## src/rtl/refclk_sw_pkg.sv

```systemverilog
package refclk_sw_pkg;

    typedef enum logic [3:0] {
        ST_IDLE,
        ST_PRST_DAT,
        ST_PRST_CODE,
        ST_LOOKUP_RD,
        ST_MUX_RD,
        ST_MUX_WR,
        ST_ANA_RST,
        ST_RELOAD_WR,
        ST_POLL_RD,
        ST_FLAG_CLR,
        ST_ATTR_DAT,
        ST_ATTR_CODE,
        ST_RELEASE,
        ST_FAULT
    } seq_state_e;

    typedef enum logic [1:0] {
        BUS_IDLE,
        BUS_WR,
        BUS_RD,
        BUS_RDWAIT
    } bus_state_e;

    typedef enum logic [2:0] {
        AT_TX_RATIO,
        AT_RX_RATIO,
        AT_SERDES,
        AT_TX_EQ,
        AT_CAL,
        AT_PWR_UP
    } attr_step_e;

    localparam logic [7:0] CODE_RESET    = 8'h01;
    localparam logic [7:0] CODE_TX_RATIO = 8'h05;
    localparam logic [7:0] CODE_RX_RATIO = 8'h06;
    localparam logic [7:0] CODE_SERDES   = 8'h14;
    localparam logic [7:0] CODE_TX_EQ    = 8'h15;
    localparam logic [7:0] CODE_CAL      = 8'h11;

endpackage

```

## src/rtl/seq_bus_port.sv

```systemverilog
module seq_bus_port
    import refclk_sw_pkg::*;
#(
    parameter int AW = 8,
    parameter int DW = 8
) (
    input  logic          clk,
    input  logic          rst_n,
    input  logic          cmd_go,
    input  logic          cmd_wr,
    input  logic [AW-1:0] cmd_addr,
    input  logic [DW-1:0] cmd_wdata,
    output logic          cmd_done,
    output logic [DW-1:0] cmd_rdata,
    output logic [AW-1:0] avm_address,
    output logic          avm_read,
    output logic          avm_write,
    output logic [DW-1:0] avm_writedata,
    input  logic [DW-1:0] avm_readdata,
    input  logic          avm_waitrequest,
    input  logic          avm_readdatavalid
);

    bus_state_e    bst;
    logic [AW-1:0] addr_q;
    logic [DW-1:0] wdata_q;

    always_ff @(posedge clk or negedge rst_n) begin
        if (!rst_n) begin
            bst     <= BUS_IDLE;
            addr_q  <= '0;
            wdata_q <= '0;
        end else begin
            unique case (bst)
                BUS_IDLE: begin
                    if (cmd_go) begin
                        bst     <= cmd_wr ? BUS_WR : BUS_RD;
                        addr_q  <= cmd_addr;
                        wdata_q <= cmd_wdata;
                    end
                end
                BUS_WR:     if (!avm_waitrequest) bst <= BUS_IDLE;
                BUS_RD:     if (!avm_waitrequest) bst <= BUS_RDWAIT;
                BUS_RDWAIT: if (avm_readdatavalid) bst <= BUS_IDLE;
                default:    bst <= BUS_IDLE;
            endcase
        end
    end

    always_comb begin
        avm_address   = addr_q;
        avm_writedata = wdata_q;
        avm_write     = (bst == BUS_WR);
        avm_read      = (bst == BUS_RD);
        cmd_rdata     = avm_readdata;
        cmd_done      = ((bst == BUS_WR) && !avm_waitrequest)
                      || ((bst == BUS_RDWAIT) && avm_readdatavalid);
    end

endmodule

```

## src/rtl/seq_wait_timer.sv

```systemverilog
module seq_wait_timer #(
    parameter int CW = 16
) (
    input  logic          clk,
    input  logic          rst_n,
    input  logic          run,
    input  logic [CW-1:0] limit,
    output logic          expired
);

    logic [CW-1:0] cnt;

    always_ff @(posedge clk or negedge rst_n) begin
        if (!rst_n) begin
            cnt <= '0;
        end else if (!run) begin
            cnt <= '0;
        end else if (cnt != {CW{1'b1}}) begin
            cnt <= cnt + 1'b1;
        end
    end

    assign expired = run && (cnt >= limit);

endmodule

```

## src/rtl/refclk_switch_seq.sv

```systemverilog
module refclk_switch_seq
    import refclk_sw_pkg::*;
#(
    parameter int             AW             = 8,
    parameter int             DW             = 8,
    parameter int             CW             = 16,
    parameter logic [AW-1:0]  MUX_ADDR       = 'hEC,
    parameter logic [AW-1:0]  RELOAD_ADDR    = 'h91,
    parameter logic [AW-1:0]  FLAG_ADDR      = 'h8A,
    parameter logic [AW-1:0]  ATTR_DAT_ADDR  = 'h84,
    parameter logic [AW-1:0]  ATTR_CODE_ADDR = 'h86,
    parameter int             FLAG_BIT       = 7
) (
    input  logic          clk,
    input  logic          rst_n,
    input  logic          start,
    input  logic [AW-1:0] lookup_addr,
    input  logic          lookup_hi,
    input  logic          new_cfg,
    input  logic          cal_en,
    input  logic [DW-1:0] tx_ratio,
    input  logic [DW-1:0] rx_ratio,
    input  logic [DW-1:0] serdes_mode,
    input  logic [DW-1:0] tx_eq,
    input  logic [CW-1:0] wait_limit,
    output logic [AW-1:0] avm_address,
    output logic          avm_read,
    output logic          avm_write,
    output logic [DW-1:0] avm_writedata,
    input  logic [DW-1:0] avm_readdata,
    input  logic          avm_waitrequest,
    input  logic          avm_readdatavalid,
    output logic          ana_rst_req,
    input  logic          ana_rst_ack,
    output logic          dig_rst,
    output logic          busy,
    output logic          done,
    output logic          err
);

    localparam int NIB_W = DW / 2;
    localparam logic [DW-1:0] ONE_BYTE  = DW'(1);
    localparam logic [DW-1:0] FLAG_MASK = DW'(1) << FLAG_BIT;

    seq_state_e    state;
    attr_step_e    step;
    logic          issued;
    logic [AW-1:0] lk_addr_q;
    logic          lk_hi_q, new_q, cal_q;
    logic [DW-1:0] txr_q, rxr_q, sdm_q, eq_q;
    logic [NIB_W-1:0] nib_q;
    logic [DW-1:0] mux_q;

    logic          cmd_bus, cmd_go, cmd_wr, cmd_done;
    logic [AW-1:0] cmd_addr;
    logic [DW-1:0] cmd_wdata, cmd_rdata;
    logic [DW-1:0] attr_dat, attr_code;
    logic          tmr_run, tmr_expired;

    assign cmd_go = cmd_bus && !issued;

    seq_bus_port #(.AW(AW), .DW(DW)) u_bus (
        .clk               (clk),
        .rst_n             (rst_n),
        .cmd_go            (cmd_go),
        .cmd_wr            (cmd_wr),
        .cmd_addr          (cmd_addr),
        .cmd_wdata         (cmd_wdata),
        .cmd_done          (cmd_done),
        .cmd_rdata         (cmd_rdata),
        .avm_address       (avm_address),
        .avm_read          (avm_read),
        .avm_write         (avm_write),
        .avm_writedata     (avm_writedata),
        .avm_readdata      (avm_readdata),
        .avm_waitrequest   (avm_waitrequest),
        .avm_readdatavalid (avm_readdatavalid)
    );

    seq_wait_timer #(.CW(CW)) u_timer (
        .clk     (clk),
        .rst_n   (rst_n),
        .run     (tmr_run),
        .limit   (wait_limit),
        .expired (tmr_expired)
    );

    // attribute step -> value and code
    always_comb begin
        attr_dat  = '0;
        attr_code = '0;
        unique case (step)
            AT_TX_RATIO: begin attr_dat = txr_q;    attr_code = DW'(CODE_TX_RATIO); end
            AT_RX_RATIO: begin attr_dat = rxr_q;    attr_code = DW'(CODE_RX_RATIO); end
            AT_SERDES:   begin attr_dat = sdm_q;    attr_code = DW'(CODE_SERDES);   end
            AT_TX_EQ:    begin attr_dat = eq_q;     attr_code = DW'(CODE_TX_EQ);    end
            AT_CAL:      begin attr_dat = ONE_BYTE; attr_code = DW'(CODE_CAL);      end
            AT_PWR_UP:   begin attr_dat = '0;       attr_code = DW'(CODE_RESET);    end
            default:     begin attr_dat = '0;       attr_code = '0;                 end
        endcase
    end

    // state register and captured data
    always_ff @(posedge clk or negedge rst_n) begin
        if (!rst_n) begin
            state     <= ST_IDLE;
            step      <= AT_TX_RATIO;
            issued    <= 1'b0;
            lk_addr_q <= '0;
            lk_hi_q   <= 1'b0;
            new_q     <= 1'b0;
            cal_q     <= 1'b0;
            txr_q     <= '0;
            rxr_q     <= '0;
            sdm_q     <= '0;
            eq_q      <= '0;
            nib_q     <= '0;
            mux_q     <= '0;
        end else begin
            if (cmd_go)
                issued <= 1'b1;
            else if (cmd_done)
                issued <= 1'b0;

            unique case (state)
                ST_IDLE, ST_FAULT: begin
                    if (start) begin
                        lk_addr_q <= lookup_addr;
                        lk_hi_q   <= lookup_hi;
                        new_q     <= new_cfg;
                        cal_q     <= cal_en;
                        txr_q     <= tx_ratio;
                        rxr_q     <= rx_ratio;
                        sdm_q     <= serdes_mode;
                        eq_q      <= tx_eq;
                        state     <= ST_PRST_DAT;
                    end
                end
                ST_PRST_DAT:  if (cmd_done) state <= ST_PRST_CODE;
                ST_PRST_CODE: if (cmd_done) state <= ST_LOOKUP_RD;
                ST_LOOKUP_RD: begin
                    if (cmd_done) begin
                        nib_q <= lk_hi_q ? cmd_rdata[DW-1 -: NIB_W] : cmd_rdata[NIB_W-1:0];
                        state <= ST_MUX_RD;
                    end
                end
                ST_MUX_RD: begin
                    if (cmd_done) begin
                        mux_q <= {cmd_rdata[DW-1:NIB_W], nib_q};
                        state <= ST_MUX_WR;
                    end
                end
                ST_MUX_WR: if (cmd_done) state <= ST_ANA_RST;
                ST_ANA_RST: begin
                    if (ana_rst_ack)
                        state <= ST_RELOAD_WR;
                    else if (tmr_expired)
                        state <= ST_FAULT;
                end
                ST_RELOAD_WR: if (cmd_done) state <= ST_POLL_RD;
                ST_POLL_RD: begin
                    if (cmd_done) begin
                        if (!cmd_rdata[0])
                            state <= new_q ? ST_FLAG_CLR : ST_RELEASE;
                        else if (tmr_expired)
                            state <= ST_FAULT;
                    end
                end
                ST_FLAG_CLR: begin
                    if (cmd_done) begin
                        step  <= AT_TX_RATIO;
                        state <= ST_ATTR_DAT;
                    end
                end
                ST_ATTR_DAT: if (cmd_done) state <= ST_ATTR_CODE;
                ST_ATTR_CODE: begin
                    if (cmd_done) begin
                        if (step == AT_PWR_UP) begin
                            state <= ST_RELEASE;
                        end else begin
                            state <= ST_ATTR_DAT;
                            unique case (step)
                                AT_TX_RATIO: step <= AT_RX_RATIO;
                                AT_RX_RATIO: step <= AT_SERDES;
                                AT_SERDES:   step <= AT_TX_EQ;
                                AT_TX_EQ:    step <= cal_q ? AT_CAL : AT_PWR_UP;
                                default:     step <= AT_PWR_UP;
                            endcase
                        end
                    end
                end
                ST_RELEASE: state <= ST_IDLE;
                default:    state <= ST_IDLE;
            endcase
        end
    end

    // outputs and bus command per state
    always_comb begin
        cmd_bus   = 1'b0;
        cmd_wr    = 1'b0;
        cmd_addr  = '0;
        cmd_wdata = '0;
        unique case (state)
            ST_PRST_DAT:  begin cmd_bus = 1'b1; cmd_wr = 1'b1; cmd_addr = ATTR_DAT_ADDR;  cmd_wdata = ONE_BYTE; end
            ST_PRST_CODE: begin cmd_bus = 1'b1; cmd_wr = 1'b1; cmd_addr = ATTR_CODE_ADDR; cmd_wdata = DW'(CODE_RESET); end
            ST_LOOKUP_RD: begin cmd_bus = 1'b1; cmd_addr = lk_addr_q; end
            ST_MUX_RD:    begin cmd_bus = 1'b1; cmd_addr = MUX_ADDR; end
            ST_MUX_WR:    begin cmd_bus = 1'b1; cmd_wr = 1'b1; cmd_addr = MUX_ADDR;       cmd_wdata = mux_q; end
            ST_RELOAD_WR: begin cmd_bus = 1'b1; cmd_wr = 1'b1; cmd_addr = RELOAD_ADDR;    cmd_wdata = ONE_BYTE; end
            ST_POLL_RD:   begin cmd_bus = 1'b1; cmd_addr = RELOAD_ADDR; end
            ST_FLAG_CLR:  begin cmd_bus = 1'b1; cmd_wr = 1'b1; cmd_addr = FLAG_ADDR;      cmd_wdata = FLAG_MASK; end
            ST_ATTR_DAT:  begin cmd_bus = 1'b1; cmd_wr = 1'b1; cmd_addr = ATTR_DAT_ADDR;  cmd_wdata = attr_dat; end
            ST_ATTR_CODE: begin cmd_bus = 1'b1; cmd_wr = 1'b1; cmd_addr = ATTR_CODE_ADDR; cmd_wdata = attr_code; end
            default: ;
        endcase

        tmr_run     = (state == ST_ANA_RST) || (state == ST_POLL_RD);
        ana_rst_req = (state == ST_ANA_RST);
        dig_rst     = (state != ST_IDLE) && (state != ST_RELEASE);
        busy        = (state != ST_IDLE) && (state != ST_FAULT);
        done        = (state == ST_RELEASE);
        err         = (state == ST_FAULT);
    end

endmodule

```

## config.mk

```make
export PLATFORM = sky130hd
export DESIGN_NAME = refclk_switch_seq
export DESIGN_NICKNAME = d
export VERILOG_FILES = /design/src/rtl/refclk_sw_pkg.sv /design/src/rtl/seq_bus_port.sv /design/src/rtl/seq_wait_timer.sv /design/src/rtl/refclk_switch_seq.sv
export SDC_FILE = /design/constraint.sdc
export NUM_CORES = 1
export LEC_CHECK = 0
export ABC_AREA = 1
export BUFFER_PORTS_ARGS = -buffer_cell sky130_fd_sc_hd__buf_2
export CORE_ASPECT_RATIO = 2
export CORE_MARGIN = 2
export CORE_UTILIZATION = 51
export CTS_CLUSTER_SIZE = 14
export DETAILED_ROUTE_END_ITERATION = 12
export PLACE_DENSITY = 0.73
export SLEW_MARGIN = 20
export SYNTH_ARGS = -nofsm -noshare
export SYNTH_HDL_FRONTEND = slang
export SYNTH_SLANG_ARGS = --single-unit
```

## constraint.sdc

```tcl
create_clock -name clk -period 1.8 [get_ports clk]
set_clock_uncertainty 0.1 [all_clocks]
set_input_delay 0.27 -clock clk [delete_from_list [all_inputs] [get_ports clk]]
set_output_delay 0.27 -clock clk [all_outputs]
set_load 0.05 [all_outputs]
```

==> results.py, run 1 <==
metrics = {
    "floorplanning": {
        "placeableCoreArea_mm2": 0.0105,
        "die_area_mm2": 0.0116,
        "floorplan.initialDensity": 0.520,
        "boundaryPins": 96,
        "die_w_um": 77.1,
        "placement_rows": 53,
        "dieHeight_um": 150,
    },
    "setup_path": {
        "timing.setup.critical_path_class": "reg -> reg",
        "critical_path.reg2reg.endpoint": "u_bus.avm_address[3]",
        "worst-path-max-fanout": 6,
        "worstReg2RegStart": "state[1]",
        "worst-r2r-cell-count": 11,
        "critical_path.startpoint": "state[1]",
        "regToRegSetupSlack_ns": -0.14,
        "arrival_ns": 2.13,
        "crit_end": "u_bus.avm_address[3]",
        "worst_setup_ep_type": "flip-flop",
        "crit_required_ns": 1.99,
        "setup.worst_path.start_class": "flip-flop",
    },
    "grt": {
        "total_congestion_overflow": 0,
        "first_pass_grt_wire_length_um": 25700,
        "met1_routing_resource_usage_after_global_routing": 0.250,
        "largest_net_degree_at_the_start_of_global_routing": 42,
        "global_route.usage.met2": 0.562,
        "global_route.usage.total": 0.289,
        "antenna_found_initial": 0,
        "grt_use_met3": 0.0408,
        "global_route.peak_usage_layer": "met2",
        "first_global_vias": 5663,
    },
    "outcome": {
        "failed_checks": "negative setup slack",
        "run_status": "complete, but fails checks",
    },
    "logic_synthesis": {
        "synth_largest_type_area_fraction": 0.446,
        "synth-edff-count": 0,
        "synth_sequential_area_ratio": 0.446,
        "syn_inst": 586,
        "post_synth.cell_area_avg_um2": 9.30,
        "dominantRegCellSynth": "sky130_fd_sc_hd__dfrtp_1",
        "mappedNetlistArea_mm2": 0.00545,
        "yosys-top-cells-area": "sky130_fd_sc_hd__dfrtp_1 (45%), sky130_fd_sc_hd__mux2_4 (9.9%), sky130_fd_sc_hd__nand2_1 (8.8%), sky130_fd_sc_hd__o21ai_0 (4.6%), sky130_fd_sc_hd__inv_1 (4.5%)",
        "synth_top_area_cell": "sky130_fd_sc_hd__dfrtp_1",
        "synthDistinctLibCells": 48,
        "asyncSetResetFlopFracSynth": 1.00,
        "synth_fp_nets": 676,
        "yosys_warning_total": 0,
        "ys_ff_latch": 97,
    },
    "power": {
        "max-vdd-ir-drop_v": 0.00120,
        "power_switching_share": 0.418,
        "power.leakage_uw": 0.00409,
        "internal_power_uw": 7120,
        "power_per_cell_area_mw_per_mm2": 1530,
        "sequentialPowerShare": 0.309,
        "power.combinational.fraction": 0.540,
        "power_frac_clock": 0.151,
        "power.switching_uw": 5110,
    },
    "final_layout": {
        "final_cell_area_mm2": 0.00801,
        "final_core_utilization": 0.765,
        "flow.area_growth_from_synthesis_pct": 47.0,
        "num_antenna_cells": 0,
        "post_route_cells_drive_above_1_share": 0.493,
        "fin_nets": 909,
    },
    "sta": {
        "final_worst_path_cycle_share": 1.08,
        "final_hold_viol_count": 0,
        "final_critical_path_setup_slack_ns": -0.140,
        "timing_max_transition_violations_final": 0,
        "timing.slew.headroom": 0.647,
        "clock.fmax_mhz": 515,
        "timing.final.setup_violations": 72,
        "worst_pin_slew_ns": 0.525,
        "rsz0062_at_grt": "true",
        "fin_crit_ns": 1.94,
    },
    "cts": {
        "cts_num_sinks": 97,
        "cts_buffer_depth": 2,
        "worstSkewPairLatency_ns": 0.35,
        "cts.clk_slew.worst_paths_ns": 0.07,
        "root_buffer_cell": "sky130_fd_sc_hd__clkbuf_16",
        "tritoncts.num_buffers": 9,
        "cts_max_level": 3,
        "cts_tree": "yes",
    },
    "detailed_routing": {
        "detailroute.via_count": 5366,
        "detail_route.drc_violations": 0,
        "final_antenna_net_count": 0,
        "number_of_vias_per_cell": 5.58,
        "drtIter0Drc": 282,
        "avgRoutedWirePerCell_um": 18.5,
        "detailedRoute.firstPassIterationCount": 5,
        "routed_wirelength_um": 17800,
    },
    "place": {
        "portBuffers": 95,
        "post_dp_cell_area_mm2": 0.00678,
        "gp_congestion": 0.947,
        "dp.final_hpwl_um": 12400,
    },
    "run": {
        "max_cap_violations": 0,
    },
    "hold_path": {
        "timing.hold.worst.class": "in -> reg",
    },
}
## power by group through the flow
| stage | registers [uW] | clock network, uW | logic, uW |
|---|---|---|---|
| floorplan | 3960 | 0 | 3100 |
| global placement | 3670 | 0 | 5050 |
| detailed placement | 3720 | 0 | 5190 |
| CTS | 3700 | 1860 | 5730 |
| global route | 3850 | 1950 | 6970 |
| finish | 3770 | 1850 | 6610 |
## state kept, by name, summed over array words and instances, names as in the netlist, 4 cells and up
register             count
txr_q                    8
sdm_q                    8
eq_q                     8
u_bus.avm_writedata      8
rxr_q                    8
lk_addr_q                8
u_timer.cnt             16
u_bus.avm_address        8
mux_q                    8
nib_q                    4
state                    4
## cells in the final DEF (no fill, tap or decap), drive strengths merged
cell type / instances
mux2: 41
a21oi: 28
o21a: 2
dfrtp: 97
a31oi: 5
ha: 17
nor2: 35
a41oi: 1
inv: 77
a22oi: 4
nor4: 3
a21o: 1
nor3: 11
clkinv: 5
a221oi: 2
o2111ai: 1
buf: 227
or2: 3
nand3: 32
dlygate4sd3: 1
o211ai: 5
clkbuf: 12
xor2: 6
clkinvlp: 2
o31ai: 1
nand4: 8
nand2: 140
a2bb2oi: 3
o22ai: 2
o21ai: 52
## synth_stat cells, types with 4 or more instances
master / count
sky130_fd_sc_hd__a21oi_1: 26
sky130_fd_sc_hd__a22oi_1: 4
sky130_fd_sc_hd__a31oi_1: 5
sky130_fd_sc_hd__buf_12: 4
sky130_fd_sc_hd__dfrtp_1: 97
sky130_fd_sc_hd__ha_1: 17
sky130_fd_sc_hd__inv_1: 65
sky130_fd_sc_hd__inv_2: 8
sky130_fd_sc_hd__mux2_2: 5
sky130_fd_sc_hd__mux2_4: 36
sky130_fd_sc_hd__nand2_1: 128
sky130_fd_sc_hd__nand2_2: 8
sky130_fd_sc_hd__nand3_1: 28
sky130_fd_sc_hd__nand4_1: 6
sky130_fd_sc_hd__nor2_1: 27
sky130_fd_sc_hd__nor2_4: 5
sky130_fd_sc_hd__nor3_1: 8
sky130_fd_sc_hd__o211ai_1: 5
sky130_fd_sc_hd__o21ai_0: 50
sky130_fd_sc_hd__xor2_1: 6
## routing by layer
| layer | up-vias | wire (um) |
|---|---|---|
| met5 | - | 0 |
| met4 | 0 | 1320 |
| met3 | 93 | 671 |
| met2 | 244 | 10100 |
| met1 | 2596 | 5680 |
| li1 | 2433 | - |
## area by class of cell
type / count / area, um2
fill: 694 / 2470
clock buffer: 10 / 229
timing repair buffer: 230 / 1710
tap: 137 / 171
inverter: 78 / 343
multi-input combinational: 403 / 3070
sequential: 97 / 2430
clock inverter: 6 / 50.0
## worst max-delay path, stage by stage (launching register included)
cell and delay [ns]:
sky130_fd_sc_hd__dfrtp_2 0.46, sky130_fd_sc_hd__clkinv_4 0.13, sky130_fd_sc_hd__nand2_8 0.12, sky130_fd_sc_hd__buf_12 0.12, sky130_fd_sc_hd__nand3_4 0.08, sky130_fd_sc_hd__nand2_4 0.08
sky130_fd_sc_hd__inv_4 0.04, sky130_fd_sc_hd__nand4_4 0.10, sky130_fd_sc_hd__nand3_4 0.18, sky130_fd_sc_hd__buf_6 0.21, sky130_fd_sc_hd__a31oi_1 0.15, sky130_fd_sc_hd__a21o_1 0.10
## per-stage QoR
stage               power [uW]  setup TNS, ns  hold WS (ns)  worst slack, ns  std cells
finish                   12200          -3.12        0.0468           -0.140        961
global route             12800          -6.81        0.0426           -0.214        961
CTS                      11300         -0.201        0.0427          -0.0433        942
detailed placement        8910          -2.30         0.178           -0.232        906
global placement          8720          -2.57         0.168           -0.206        906
floorplan                 7060          -7.22        -0.126           -0.179        586
## worst min-delay path by stage
stage                         startpoint       end  slack, ns  cells after the start
after detailed placement           rst_n  txr_q[6]       0.18                      1
after global placement             rst_n  txr_q[6]       0.17                      1
final                        rx_ratio[5]  rxr_q[5]       0.05                      2
after floorplan                    rst_n     cal_q      -0.13                      0
after global routing      serdes_mode[5]  sdm_q[5]       0.04                      2
after CTS                    rx_ratio[5]  rxr_q[5]       0.04                      2
## cell families (layout without fill, tap and decap cells)
group | Yosys count | in the layout | share of synthesized area
xor gates and xnor gates | 6 | 6 | 0.00965
buffers and inverters | 88 | 324 | 0.0772
adders and majority gates | 17 | 17 | 0.0390
and+or+nand+nor | 230 | 232 | 0.204
muxes | 41 | 41 | 0.110
DFF | 97 | 97 | 0.446
AOI/OAI and AO/OA | 107 | 107 | 0.115
## timing repair
action,4_1_cts,5_1_grt
setup buffers,17,17
resized for setup,69,90
pin swaps,19,11
cloned,2,3
endpoints found under the setup margin,74,92
hold buffers,1,0
hold endpoints to repair,30,0
(Power assumes the default switching activity.)
==> run 2: changes to the inputs <==
--- a/config.mk
+++ b/config.mk
@@ -9,11 +9,12 @@
 export BUFFER_PORTS_ARGS = -buffer_cell sky130_fd_sc_hd__buf_2
 export CORE_ASPECT_RATIO = 2
 export CORE_MARGIN = 2
-export CORE_UTILIZATION = 51
+export CORE_UTILIZATION = 52
 export CTS_CLUSTER_SIZE = 14
 export DETAILED_ROUTE_END_ITERATION = 12
 export PLACE_DENSITY = 0.73
 export SLEW_MARGIN = 20
 export SYNTH_ARGS = -nofsm -noshare
 export SYNTH_HDL_FRONTEND = slang
+export SYNTH_HIERARCHICAL = 1
 export SYNTH_SLANG_ARGS = --single-unit
==> results.py, run 2 <==
metrics = {
    "outcome": {
        "run_status": "complete, but fails checks",
        "failed_checks": "negative setup slack",
    },
    "detailed_routing": {
        "avgRoutedWirePerCell_um": 17.5,
        "number_of_vias_per_cell": 5.51,
        "routed_wirelength_um": 17800,
        "detailedRoute.firstPassIterationCount": 5,
        "drtIter0Drc": 333,
        "final_antenna_net_count": 0,
        "detail_route.drc_violations": 0,
        "detailroute.via_count": 5588,
    },
    "logic_synthesis": {
        "synth_sequential_area_ratio": 0.421,
        "synthXorXnorAreaFrac": 0.00152,
        "asyncSetResetFlopFracSynth": 1.00,
        "combinational_family_with_the_most_area_after_synthesis": "simple AND/OR/NAND/NOR gates",
        "mappedNetlistArea_mm2": 0.00577,
        "post_synth_fa_ha_maj_area_fraction": 0.0369,
        "yosys-top-cells-area": "sky130_fd_sc_hd__dfrtp_1 (42%), sky130_fd_sc_hd__nand2_1 (14%), sky130_fd_sc_hd__mux2_4 (10%), sky130_fd_sc_hd__nand3_1 (5.3%), sky130_fd_sc_hd__inv_1 (4.6%)",
        "muxShareOfSynthArea": 0.110,
        "synth_top_area_cell": "sky130_fd_sc_hd__dfrtp_1",
        "area_fraction_in_compound_gates_after_synthesis": 0.0566,
        "ys_ff_latch": 97,
        "post_synth.cell_area_avg_um2": 8.46,
        "yosys_warning_total": 6,
        "synth-edff-count": 0,
        "most_common_cell_in_the_netlist": "sky130_fd_sc_hd__nand2_1",
        "dominantRegCellSynth": "sky130_fd_sc_hd__dfrtp_1",
        "synth_fp_nets": 772,
        "yosys.area_share.simple": 0.286,
        "syn_inst": 682,
        "synth.cells.most_frequent": "sky130_fd_sc_hd__nand2_1 (215), sky130_fd_sc_hd__dfrtp_1 (97), sky130_fd_sc_hd__inv_1 (71)",
        "synthDistinctLibCells": 38,
        "synth_largest_type_area_fraction": 0.421,
    },
    "grt": {
        "total_congestion_overflow": 0,
        "antenna_found_initial": 0,
        "largest_net_degree_at_the_start_of_global_routing": 98,
        "first_pass_grt_wire_length_um": 26700,
        "global_route.usage.total": 0.286,
        "first_global_vias": 5853,
    },
    "setup_path": {
        "arrival_ns": 2.23,
        "worst_setup_ep_type": "flip-flop",
        "setup.worst_path.start_class": "flip-flop",
        "worst-path-max-fanout": 6,
        "crit_required_ns": 1.94,
        "timing.setup.critical_path_class": "reg -> reg",
    },
    "power": {
        "total_power_uw": 9710,
        "power.leakage_uw": 0.00431,
        "max-vdd-ir-drop_v": 0.00101,
        "power_per_cell_area_mw_per_mm2": 1220,
    },
    "sta": {
        "final_critical_path_setup_slack_ns": -0.289,
        "hold_ws_ns": 0.0549,
        "timing.final.setup_violations": 76,
        "final_hold_viol_count": 0,
        "fin_crit_ns": 2.09,
        "finalSetupTns_ns": -10.98,
        "worst_pin_slew_ns": 0.551,
        "clock.fmax_mhz": 479,
        "timing.slew.headroom": 0.633,
        "rsz0062_at_grt": "true",
        "final_worst_path_cycle_share": 1.16,
        "timing_max_transition_violations_final": 0,
    },
    "final_layout": {
        "fin_nets": 960,
        "final_cell_area_mm2": 0.00798,
        "mostFrequentLayoutCell": "sky130_fd_sc_hd__nand2_1",
        "area.sequential_mm2": 0.00243,
        "num_antenna_cells": 0,
        "post_route_cells_drive_above_1_share": 0.435,
        "largest_register_ffs": 16,
        "layout_common_cells": "sky130_fd_sc_hd__nand2_1 (189), sky130_fd_sc_hd__dfrtp_1 (92), sky130_fd_sc_hd__buf_2 (89)",
        "layout.filler_cells": 788,
        "largest-register": "u_timer/cnt",
        "flow.area_growth_from_synthesis_pct": 38.4,
        "area_used_by_multi_input_combinational_logic_mm2": 0.00329,
    },
    "place": {
        "portBuffers": 95,
        "post_dp_cell_area_mm2": 0.00687,
        "dp.final_hpwl_um": 12400,
        "gp_congestion": 0.939,
        "dpl_worst_slack_ns": -0.225,
    },
    "floorplanning": {
        "placement_rows": 54,
        "die_area_mm2": 0.0120,
        "boundaryPins": 96,
        "floorplan.initialDensity": 0.530,
        "placeableCoreArea_mm2": 0.0109,
        "die_w_um": 78.5,
        "dieHeight_um": 153,
    },
    "hold_path": {
        "timing.hold.worst.class": "in -> reg",
    },
    "cts": {
        "cts.clk_slew.worst_paths_ns": 0.07,
        "worstSkewPairLatency_ns": 0.34,
        "root_buffer_cell": "sky130_fd_sc_hd__clkbuf_16",
        "cts_tree": "yes",
        "tritoncts.num_buffers": 9,
        "cts_num_sinks": 97,
        "cts_buffer_depth": 2,
        "cts_max_level": 3,
    },
    "run": {
        "max_cap_violations": 0,
    },
}
## run 2: cell types whose count changed in the layout (fill, tap and decap cells not counted), moves of 6 or more
cell                      before  now
sky130_fd_sc_hd__nand2_1     108  189
sky130_fd_sc_hd__o21ai_1      11    5
sky130_fd_sc_hd__nor2_1       19   32
sky130_fd_sc_hd__nand3_2       5   30
sky130_fd_sc_hd__buf_4       105   79
sky130_fd_sc_hd__buf_6        26   20
sky130_fd_sc_hd__nand4_1       6   17
sky130_fd_sc_hd__o21ai_0      40   26
sky130_fd_sc_hd__nand3_1      22   33
## run 2: metrics by stage
| step | util | std cells |
|---|---|---|
| floorplan | - | 682 |
| global placement | 0.632 | 972 |
| detailed placement | 0.632 | 972 |
| CTS | 0.688 | 997 |
| global route | 0.734 | 1015 |
| finish | 0.734 | 1015 |
## run 2: cell families after synthesis
kind of cell,after synthesis
simple gates,362
buf+inv,101
flops,97
compound gates,61
mux,43
fa+ha+maj,17
xor+xnor,1
## run 2: metal layers
metal | vias to the layer above | wire length [um] | GRT usage
met5 | - | 0 | 0
met4 | 0 | 1220 | 0.213
met3 | 82 | 679 | 0.0342
met2 | 241 | 10200 | 0.555
met1 | 2674 | 5740 | 0.257
li1 | 2591 | - | -
## run 2: worst max-delay path, stage by stage, from the launching register on
cell and delay [ns]:
sky130_fd_sc_hd__dfrtp_2 0.46, sky130_fd_sc_hd__buf_6 0.14, sky130_fd_sc_hd__buf_6 0.11, sky130_fd_sc_hd__nand2_2 0.05, sky130_fd_sc_hd__nor2_2 0.04, sky130_fd_sc_hd__nor2_1 0.19, sky130_fd_sc_hd__nand4_1 0.19, sky130_fd_sc_hd__nand2_2 0.14
sky130_fd_sc_hd__clkinv_4 0.14, sky130_fd_sc_hd__inv_2 0.08, sky130_fd_sc_hd__nand2_2 0.07, sky130_fd_sc_hd__nand2_2 0.10, sky130_fd_sc_hd__inv_2 0.05, sky130_fd_sc_hd__nand3_2 0.06, sky130_fd_sc_hd__nand2_1 0.05
## run 2: power breakdown
group / internal (uW) / switching [uW] / total [uW]
clock: 1010 / 838 / 1850
sequential: 2750 / 471 / 3220
combinational: 2430 / 2220 / 4640
total: 6190 / 3520 / 9710
## run 2: area by class of cell
| type | count | area share |
|---|---|---|
| tap | 140 | 0.0219 |
| multi-input combinational | 486 | 0.412 |
| clock inverter | 4 | 0.00329 |
| clock buffer | 12 | 0.0321 |
| inverter | 76 | 0.0398 |
| sequential | 97 | 0.305 |
| timing repair buffer | 200 | 0.186 |
## run 2: path summary, 6_finish.rpt
| check | from | endpoint | slack [ns] | depth (start not counted) |
|---|---|---|---|---|
| max | state[2] | u_bus/bst[0] | -0.29 | 14 |
| min | tx_eq[1] | eq_q[1] | 0.05 | 2 |
| max reg2reg | state[2] | u_bus/bst[0] | -0.29 | 14 |
| min reg2reg | u_bus/avm_writedata[4] | u_bus/avm_writedata[4] | 0.38 | 2 |
| max in group asynchronous | rst_n | step[2] | 0.72 | 3 |
| min in group asynchronous | rst_n | u_timer/cnt[12] | 0.40 | 3 |
## run 2: timing repair
action,in CTS,in global routing
gates cloned,1,3
endpoints found under the hold margin,97,0
setup buffers,7,16
resized for setup,74,79
setup endpoints to repair,81,64
pin swaps,15,45
hold buffers,1,0
==> run 3: changes to the inputs <==
--- a/config.mk
+++ b/config.mk
@@ -9,10 +9,10 @@
 export BUFFER_PORTS_ARGS = -buffer_cell sky130_fd_sc_hd__buf_2
 export CORE_ASPECT_RATIO = 2
 export CORE_MARGIN = 2
-export CORE_UTILIZATION = 52
+export CORE_UTILIZATION = 50
 export CTS_CLUSTER_SIZE = 14
 export DETAILED_ROUTE_END_ITERATION = 12
-export PLACE_DENSITY = 0.73
+export PLACE_DENSITY = 0.68
 export SLEW_MARGIN = 20
 export SYNTH_ARGS = -nofsm -noshare
 export SYNTH_HDL_FRONTEND = slang
==> constraint.sdc (replaced) <==
create_clock -name clk -period 2.5 [get_ports clk]
set_clock_uncertainty 0.1 [all_clocks]
set_input_delay 0.375 -clock clk [delete_from_list [all_inputs] [get_ports clk]]
set_output_delay 0.375 -clock clk [all_outputs]
set_load 0.05 [all_outputs]
==> results.py, run 3 (synthesis results as in run 2) <==
metrics = {
    "outcome": {
        "run_status": "complete, no violations",
    },
    "cts": {
        "cts.clk_slew.worst_paths_ns": 0.07,
        "cts_buffer_depth": 2,
        "root_buffer_cell": "sky130_fd_sc_hd__clkbuf_16",
        "cts.repair_timing.setup_buffer_count": 0,
        "cts_tree": "yes",
        "cts_max_level": 3,
        "worstSkewPairLatency_ns": 0.35,
        "cts_num_sinks": 97,
        "tritoncts.num_buffers": 9,
    },
    "floorplanning": {
        "boundaryPins": 96,
        "placement_rows": 55,
        "die_area_mm2": 0.0125,
        "placeableCoreArea_mm2": 0.0113,
        "dieHeight_um": 156,
        "floorplan.initialDensity": 0.511,
        "die_w_um": 79.9,
    },
    "place": {
        "gp_congestion": 0.919,
        "portBuffers": 95,
        "dp.final_hpwl_um": 11300,
        "post_dp_cell_area_mm2": 0.00629,
    },
    "grt": {
        "total_congestion_overflow": 0,
        "global_route.peak_usage_layer": "met2",
        "antenna_found_initial": 0,
        "grt_use_met3": 0.0370,
        "first_pass_grt_wire_length_um": 23900,
        "largest_net_degree_at_the_start_of_global_routing": 44,
        "met1_routing_resource_usage_after_global_routing": 0.247,
        "global_route.usage.met2": 0.479,
        "first_global_vias": 5069,
        "global_route.usage.total": 0.248,
    },
    "final_layout": {
        "post_route_cells_drive_above_1_share": 0.247,
        "final_cell_area_mm2": 0.00657,
        "num_antenna_cells": 0,
        "largest_register_ffs": 16,
        "final_core_utilization": 0.582,
        "fin_nets": 864,
        "mostFrequentLayoutCell": "sky130_fd_sc_hd__nand2_1",
        "largest-register": "u_timer/cnt",
        "flow.area_growth_from_synthesis_pct": 14.0,
        "layout_common_cells": "sky130_fd_sc_hd__nand2_1 (215), sky130_fd_sc_hd__dfrtp_1 (97), sky130_fd_sc_hd__buf_2 (94)",
    },
    "hold_path": {
        "holdPathEnd": "lk_addr_q[1]",
        "min_delay_path_depth": 2,
        "timing.hold.worst.class": "in -> reg",
        "hold_path_startpoint": "lookup_addr[1]",
    },
    "sta": {
        "worst_pin_slew_ns": 0.694,
        "clock.fmax_mhz": 447,
        "final_hold_viol_count": 0,
        "timing.slew.headroom": 0.535,
        "rsz0062_at_grt": "false",
        "fin_crit_ns": 2.24,
        "timing_max_transition_violations_final": 0,
        "finalSetupTns_ns": 0,
        "timing.final.setup_violations": 0,
        "final_worst_path_cycle_share": 0.894,
    },
    "setup_path": {
        "arrival_ns": 1.76,
        "worstReg2RegStart": "u_timer/cnt[13]",
        "critical_path.reg2reg.endpoint": "state[1]",
        "timing.setup.critical_path_class": "reg -> out",
        "worst-path-max-fanout": 8,
        "setup.worst_path.start_class": "flip-flop",
        "crit_required_ns": 2.03,
        "regToRegSetupSlack_ns": 0.27,
        "worst-r2r-cell-count": 12,
        "worst_setup_ep_type": "primary output",
    },
    "detailed_routing": {
        "detailroute.via_count": 4855,
        "routed_wirelength_um": 14400,
        "detailedRoute.firstPassIterationCount": 6,
        "number_of_vias_per_cell": 5.28,
        "drtIter0Drc": 252,
        "avgRoutedWirePerCell_um": 15.7,
        "final_antenna_net_count": 0,
        "detail_route.drc_violations": 0,
    },
    "power": {
        "max-vdd-ir-drop_v": 0.000653,
        "power.leakage_uw": 0.00368,
        "total_power_uw": 5640,
        "power_per_cell_area_mw_per_mm2": 858,
    },
    "run": {
        "max_cap_violations": 0,
    },
}
[run 3: power breakdown]
part | internal [uW] | leakage [uW] | switching (uW)
Clock | 672 | 0.000124 | 606
Combinational | 989 | 0.00232 | 1080
Sequential | 1970 | 0.00123 | 315
Total | 3630 | 0.00368 | 2000
[run 3: worst max path at each step]
stage                   startpoint                      to  depth (start not counted)
global route        u_timer/cnt[1]                state[0]                         17
detailed placement        state[3]  u_bus/avm_writedata[1]                          8
CTS                       state[3]  u_bus/avm_writedata[1]                          8
floorplan                 state[3]                 dig_rst                          4
finish                    state[0]                    busy                          6
global placement          state[3]  u_bus/avm_writedata[1]                          8
[run 3: through the flow]
stage | worst slack (ns) | hold WS [ns] | cells
after floorplan | 0.312 | -0.0206 | 682
after global placement | 0.247 | 0.268 | 904
after detailed placement | 0.236 | 0.263 | 904
after CTS | 0.226 | 0.151 | 920
after global routing | 0.0108 | 0.151 | 920
final | 0.264 | 0.156 | 920
[run 3: critical path, cell delays in order, from the launching register on]
cell,delay (ns)
sky130_fd_sc_hd__dfrtp_1,0.55
sky130_fd_sc_hd__inv_2,0.13
sky130_fd_sc_hd__nor2_4,0.20
sky130_fd_sc_hd__nand2_1,0.16
sky130_fd_sc_hd__nand2_4,0.13
sky130_fd_sc_hd__inv_1,0.04
sky130_fd_sc_hd__buf_2,0.20
[run 3: layout make-up]
type	instances	area, um2
inverter	76	285
clock buffer	9	225
timing repair buffer	106	576
sequential	97	2430
clock inverter	6	45.0
multi-input combinational	484	2840
tap	142	178
fill	1078	4710
[run 3: metal layers]
layer | share of wire | up-vias | routed length, um
met5 | 0 | - | 0
met4 | 0.048 | 0 | 694
met3 | 0.025 | 39 | 356
met2 | 0.56 | 134 | 8130
met1 | 0.36 | 2281 | 5250
li1 | - | 2401 | -
[run 3: timing repair]
action / CTS / global route
endpoints found under the hold margin: 32 / 0
hold buffers: 1 / 0
resized for setup: 0 / 2
setup endpoints to repair: 0 / 3
